==> src/rtl/xirq_pkg.sv <==
package xirq_pkg;

  localparam int NUM_SRC = 6;  // external interrupt sources
  localparam int NUM_SEL = 2;  // low-order sources with a mode bit

  typedef enum logic [1:0] {
    SRC_SELECTABLE = 2'd0,  // active low, edge or level by mode bit
    SRC_RISE       = 2'd1,  // rising edge only
    SRC_FALL       = 2'd2   // falling edge only
  } src_kind_e;

  // Map a source index to its kind: selectable, then alternating rise/fall.
  function automatic src_kind_e kind_of(input int idx);
    if (idx < NUM_SEL)      return SRC_SELECTABLE;
    else if (idx % 2 == 0)  return SRC_RISE;
    else                    return SRC_FALL;
  endfunction

  // Inactive level per pin: high unless the source triggers on a rising edge.
  function automatic logic [NUM_SRC-1:0] idle_levels();
    logic [NUM_SRC-1:0] v;
    for (int i = 0; i < NUM_SRC; i++) v[i] = (kind_of(i) != SRC_RISE);
    return v;
  endfunction

  localparam logic [NUM_SRC-1:0] IDLE_LEVEL = idle_levels();

  function automatic logic saw_fall(input logic prev, input logic cur);
    return prev & ~cur;
  endfunction

  function automatic logic saw_rise(input logic prev, input logic cur);
    return ~prev & cur;
  endfunction

endpackage

==> src/rtl/xirq_sync.sv <==
module xirq_sync #(
  parameter int              W       = 6,
  parameter int              DEPTH   = 2,
  parameter logic [W-1:0]    RST_VAL = '0
) (
  input  logic         clk,
  input  logic         rst_n,
  input  logic [W-1:0] d,
  output logic [W-1:0] q
);

  logic [W-1:0] stage_q [DEPTH];

  always_ff @(posedge clk or negedge rst_n) begin
    if (!rst_n) begin
      for (int k = 0; k < DEPTH; k++) stage_q[k] <= RST_VAL;
    end else begin
      stage_q[0] <= d;
      for (int k = 1; k < DEPTH; k++) stage_q[k] <= stage_q[k-1];
    end
  end

  assign q = stage_q[DEPTH-1];

endmodule

==> src/rtl/xirq_sampler.sv <==
module xirq_sampler #(
  parameter int           W       = 6,
  parameter logic [W-1:0] RST_VAL = '0
) (
  input  logic         clk,
  input  logic         rst_n,
  input  logic         strobe,
  input  logic [W-1:0] d,
  output logic [W-1:0] q
);

  always_ff @(posedge clk or negedge rst_n) begin
    if (!rst_n)      q <= RST_VAL;
    else if (strobe) q <= d;
  end

endmodule

==> src/rtl/xirq_flag_cell.sv <==
module xirq_flag_cell
  import xirq_pkg::*;
#(
  parameter src_kind_e KIND = SRC_RISE
) (
  input  logic clk,
  input  logic rst_n,
  input  logic strobe,
  input  logic prev_i,       // previous machine-cycle sample
  input  logic cur_i,        // synchronized pin, next sample
  input  logic edge_mode_i,  // 1 = edge, 0 = level (selectable kind only)
  input  logic ack_i,        // service acknowledge (selectable kind only)
  input  logic clr_i,        // software clear
  output logic flag_o,
  output logic set_evt_o
);

  logic level_mode;
  logic hw_clear;

  generate
    if (KIND == SRC_SELECTABLE) begin : g_sel
      assign level_mode = ~edge_mode_i;
      assign set_evt_o  = level_mode ? (strobe & ~cur_i)
                                     : (strobe & saw_fall(prev_i, cur_i));
      assign hw_clear   = ack_i;
    end else if (KIND == SRC_RISE) begin : g_rise
      assign level_mode = 1'b0;
      assign set_evt_o  = strobe & saw_rise(prev_i, cur_i);
      assign hw_clear   = 1'b0;
    end else begin : g_fall
      assign level_mode = 1'b0;
      assign set_evt_o  = strobe & saw_fall(prev_i, cur_i);
      assign hw_clear   = 1'b0;
    end
  endgenerate

  logic unused_inputs;
  assign unused_inputs = edge_mode_i ^ ack_i;

  always_ff @(posedge clk or negedge rst_n) begin
    if (!rst_n) begin
      flag_o <= 1'b0;
    end else if (level_mode) begin
      if (strobe) flag_o <= ~cur_i;
    end else if (set_evt_o) begin
      flag_o <= 1'b1;  // a set beats any clear in the same cycle
    end else if (hw_clear || clr_i) begin
      flag_o <= 1'b0;
    end
  end

endmodule

==> src/rtl/xirq_detect.sv <==
module xirq_detect
  import xirq_pkg::*;
#(
  parameter int SYNC_DEPTH = 2
) (
  input  logic               clk,
  input  logic               rst_n,
  input  logic               mc_strobe,
  input  logic [NUM_SRC-1:0] pin_i,
  input  logic               mode_wr,
  input  logic [NUM_SEL-1:0] mode_wdata,
  input  logic               clr_wr,
  input  logic [NUM_SRC-1:0] clr_mask,
  input  logic [NUM_SEL-1:0] ack_i,
  output logic [NUM_SRC-1:0] irq_flag_o,
  output logic [NUM_SEL-1:0] mode_o
);

  logic [NUM_SRC-1:0] sync_q;   // synchronized pins
  logic [NUM_SRC-1:0] smp_q;    // last machine-cycle sample
  logic [NUM_SRC-1:0] set_evt;  // per-source set event, brought out for checks
  logic [NUM_SEL-1:0] mode_q;

  always_ff @(posedge clk or negedge rst_n) begin
    if (!rst_n)       mode_q <= '0;
    else if (mode_wr) mode_q <= mode_wdata;
  end
  assign mode_o = mode_q;

  xirq_sync #(.W(NUM_SRC), .DEPTH(SYNC_DEPTH), .RST_VAL(IDLE_LEVEL)) u_sync (
    .clk   (clk),
    .rst_n (rst_n),
    .d     (pin_i),
    .q     (sync_q)
  );

  xirq_sampler #(.W(NUM_SRC), .RST_VAL(IDLE_LEVEL)) u_sampler (
    .clk    (clk),
    .rst_n  (rst_n),
    .strobe (mc_strobe),
    .d      (sync_q),
    .q      (smp_q)
  );

  for (genvar g = 0; g < NUM_SRC; g++) begin : g_src
    logic mode_bit;
    logic ack_bit;
    if (g < NUM_SEL) begin : g_ctl
      assign mode_bit = mode_q[g];
      assign ack_bit  = ack_i[g];
    end else begin : g_noctl
      assign mode_bit = 1'b1;
      assign ack_bit  = 1'b0;
    end

    xirq_flag_cell #(.KIND(kind_of(g))) u_cell (
      .clk         (clk),
      .rst_n       (rst_n),
      .strobe      (mc_strobe),
      .prev_i      (smp_q[g]),
      .cur_i       (sync_q[g]),
      .edge_mode_i (mode_bit),
      .ack_i       (ack_bit),
      .clr_i       (clr_wr & clr_mask[g]),
      .flag_o      (irq_flag_o[g]),
      .set_evt_o   (set_evt[g])
    );
  end

endmodule

==> config.mk <==
export PLATFORM = sky130hd
export DESIGN_NAME = xirq_detect
export DESIGN_NICKNAME = d
export VERILOG_FILES = /design/src/rtl/xirq_pkg.sv /design/src/rtl/xirq_sync.sv /design/src/rtl/xirq_sampler.sv /design/src/rtl/xirq_flag_cell.sv /design/src/rtl/xirq_detect.sv
export SDC_FILE = /design/constraint.sdc
export NUM_CORES = 1
export LEC_CHECK = 0
export BUFFER_PORTS_ARGS = -buffer_cell sky130_fd_sc_hd__buf_2
export CAP_MARGIN = 20
export CORE_MARGIN = 4
export CORE_UTILIZATION = 35
export CTS_BUF_LIST = sky130_fd_sc_hd__clkbuf_8
export DETAILED_ROUTE_END_ITERATION = 12
export HOLD_SLACK_MARGIN = 0.1
export PLACE_DENSITY = 0.63
export SLEW_MARGIN = 20
export SYNTH_ARGS = -nofsm -noshare
export SYNTH_HDL_FRONTEND = slang
export SYNTH_SLANG_ARGS = --single-unit
==> constraint.sdc <==
create_clock -name clk -period 2.35 [get_ports clk]
set_input_delay 0.235 -clock clk [delete_from_list [all_inputs] [get_ports clk]]
set_output_delay 0.235 -clock clk [all_outputs]
set_load 0.01 [all_outputs]
==> results.json <==
{
  "outcome": "finished, final reports clean",
  "drc": 0,
  "syn_nets": 94,
  "syn_avg_cell_area_um2": 13.3,
  "nets": 124,
  "core_area_um2": 2570,
  "grt_max_degree": 27,
  "antenna_found_initial": 0,
  "htree_num_levels": 1,
  "cts_buffers": 3,
  "hold_ws_ns": 0.206,
  "power_frac_seq_pct": 59.9,
  "clockPowerShare_pct": 27.8,
  "grt_pass1_wl_mm": 2.70,
  "cp.required_ns": 2.12,
  "post-route-period-util_pct": 45.8,
  "ios": 29,
  "slew_headroom_pct": 63.3,
  "crit_path_max_incr_delay_ns": 0.43,
  "cp_max_fo": 5,
  "p_leak_nw": 0.566,
  "grt_use_total_pct": 10.1,
  "seq_area_frac_synth_pct": 68.6,
  "p_int_w": 0.000667,
  "ys_seq_elements": 26,
  "grt_pass1_vias": 645,
  "cts_tree": "done",
  "setup_viol": 0,
  "drt-initial-drc-count": 10,
  "routed_wl_mm": 1.62,
  "combPwrFrac_pct": 12.3,
  "critPathTopFamily": "flip-flops",
  "cts_resized": 0,
  "fmaxAchievable_mhz": 928,
  "vias": 602,
  "clkTransAtPathRegs_ns": 0.08,
  "fin_crit_ns": 1.08,
  "drive_gt1_share_pct": 46.1,
  "die_area_um2": 3680,
  "maxCapViolCount": 0,
  "finalSetupTns_ns": 0,
  "path_cells": "buf_2",
  "synth_warnings": 0,
  "cp_num_buf_inv": 1,
  "start_util_pct": 37.8,
  "seqCellArea_um2": 666,
  "dpl.hpwl_mm": 1.18,
  "crit_arrival_ns": 0.84,
  "powerDensity_nw_per_um2": 728,
  "port_buffers": 28,
  "hold_path_class": "primary input to flip-flop",
  "finClkSkew_ns": 0.00442,
  "die_h_um": 60.6,
  "avgViaCountPerCell": 4.56,
  "yosysUniqueCellTypes": 14,
  "start_kind": "flip-flop",
  "cts_num_sinks": 26,
  "final_antenna_net_count": 0,
  "grt.overflow.total": 0,
  "syn2layout_area_growth_pct": 21.7,
  "rows": 18,
  "gp_congestion": 0.660,
  "synthCells": 73,
  "cts.path.max_buffers": 2,
  "switchingPower_w": 0.000192,
  "hold_viol_final": 0,
  "clk_latency_ns": 0.26,
  "cp-end-kind": "primary output",
  "root_buffer": "clkbuf_8",
  "vdd_ir_drop_max_mv": 0.590,
  "crit_slowest_cell": "dfrtp_1",
  "first_pass_iters": 4,
  "fin_cells": 132,
  "timing_worst_setup_path_type": "flip-flop to primary output",
  "netlist_area_um2": 970,
  "rsz0062_at_grt": "no",
  "switching_share_pct": 22.4,
  "insertedDiodeCount": 0,
  "tightest_slew_ns": 0.550,
  "dp_cells": 121,
  "finalMaxSlewViolations": 0,
  "n_fill_cell": 254,
  "die_w_um": 60.6,
  "multi_input_area_um2": 203,
  "avgRoutedWirePerCell_um": 12.3
}
-- timing repair --
action | CTS | global route
hold endpoints to repair | 20 | 0
hold buffers | 7 | 0
buffers inserted | 0 | 0
-- worst paths after layout --
path	depth (start not counted)	slack, ns	from	to
min	2	0.21	mode_wdata[1]	mode_o[1]
max reg2reg	2	1.38	u_sync.q[1]	g_src[1].u_cell.flag_o
min in group asynchronous	2	0.49	rst_n	u_sync.q[2]
max in group asynchronous	2	1.48	rst_n	u_sync.q[3]
min reg2reg	0	0.36	u_sync.stage_q[6]	u_sync.q[0]
max	1	1.27	mode_o[1]	mode_o[1]
-- per-stage QoR --
stage	utilization, %	worst slack (ns)	total power (W)	area, um2
2_1_floorplan	-	1.41	0.000595	970
3_3_place_gp	41.5	1.37	0.000617	1060
3_5_place_dp	41.5	1.34	0.000623	1060
4_1_cts	46.0	1.25	0.000878	1180
5_1_grt	46.0	1.21	0.000917	1180
6_report	46.0	1.27	0.000858	1180
-- cell usage in the layout, fill, tap and decap left out --
master	instances
a211o_1	2
buf_2	28
dfrtp_1	14
clkbuf_8	3
inv_1	6
nor3b_1	2
o21ai_1	1
nand2_1	12
dfstp_2	12
a211oi_1	2
a32o_1	3
mux2_2	4
dlygate4sd3_1	7
a21oi_1	2
o21ai_0	4
-- power groups by stage --
stage          Sequential (W)  Clock [W]  Combinational [W]
2_1_floorplan        0.000518          0          0.0000764
4_1_cts              0.000515   0.000255           0.000109
6_report             0.000515   0.000238           0.000106
3_3_place_gp         0.000521          0          0.0000956
5_1_grt              0.000520   0.000279           0.000118
3_5_place_dp         0.000523          0          0.0000994
-- layout make-up --
type / instances / area share (%)
Tap cell: 30 / 3.18
Multi-Input combinational cell: 32 / 17.2
Sequential cell: 26 / 56.4
Timing Repair Buffer: 35 / 17.8
Inverter: 5 / 1.59
Clock inverter: 1 / 0.318
Clock buffer: 3 / 3.50
-- flip-flops by register name, indices dropped and copies added (netlist names) --
name                 cells
u_sampler.q              6
u_sync.q                 6
u_sync.stage_q           6
mode_o                   2
g_src.u_cell.flag_o      6
-- synthesized netlist by cell type --
cell type	n	share of area [%]
a211o_1	2	1.8
a211oi_1	2	1.5
a21oi_1	2	1.0
a32o_1	3	3.1
buf_4	8	6.2
buf_6	2	2.3
dfrtp_1	14	36
dfstp_2	12	33
inv_1	5	1.9
mux2_2	4	4.6
nand2_1	12	4.6
nor3b_1	2	1.5
o21ai_0	4	2.1
o21ai_1	1	0.52
-- kinds of logic after synthesis --
| logic type | synth area share (%) |
|---|---|
| flops | 68.6 |
| buf+inv | 10.5 |
| compound gates | 10.1 |
| simple gates | 6.19 |
| mux | 4.64 |
-- metal layers --
metal	routed length [um]	up-vias	track usage [%]	part of all wire, %
met5	0	-	0	0
li1	-	294	-	-
met4	19	0	2.79	1.2
met1	638	284	10.4	39
met3	134	2	4.68	8.3
met2	824	22	18.3	51
Note: power is estimated with default switching activity, not from simulation.
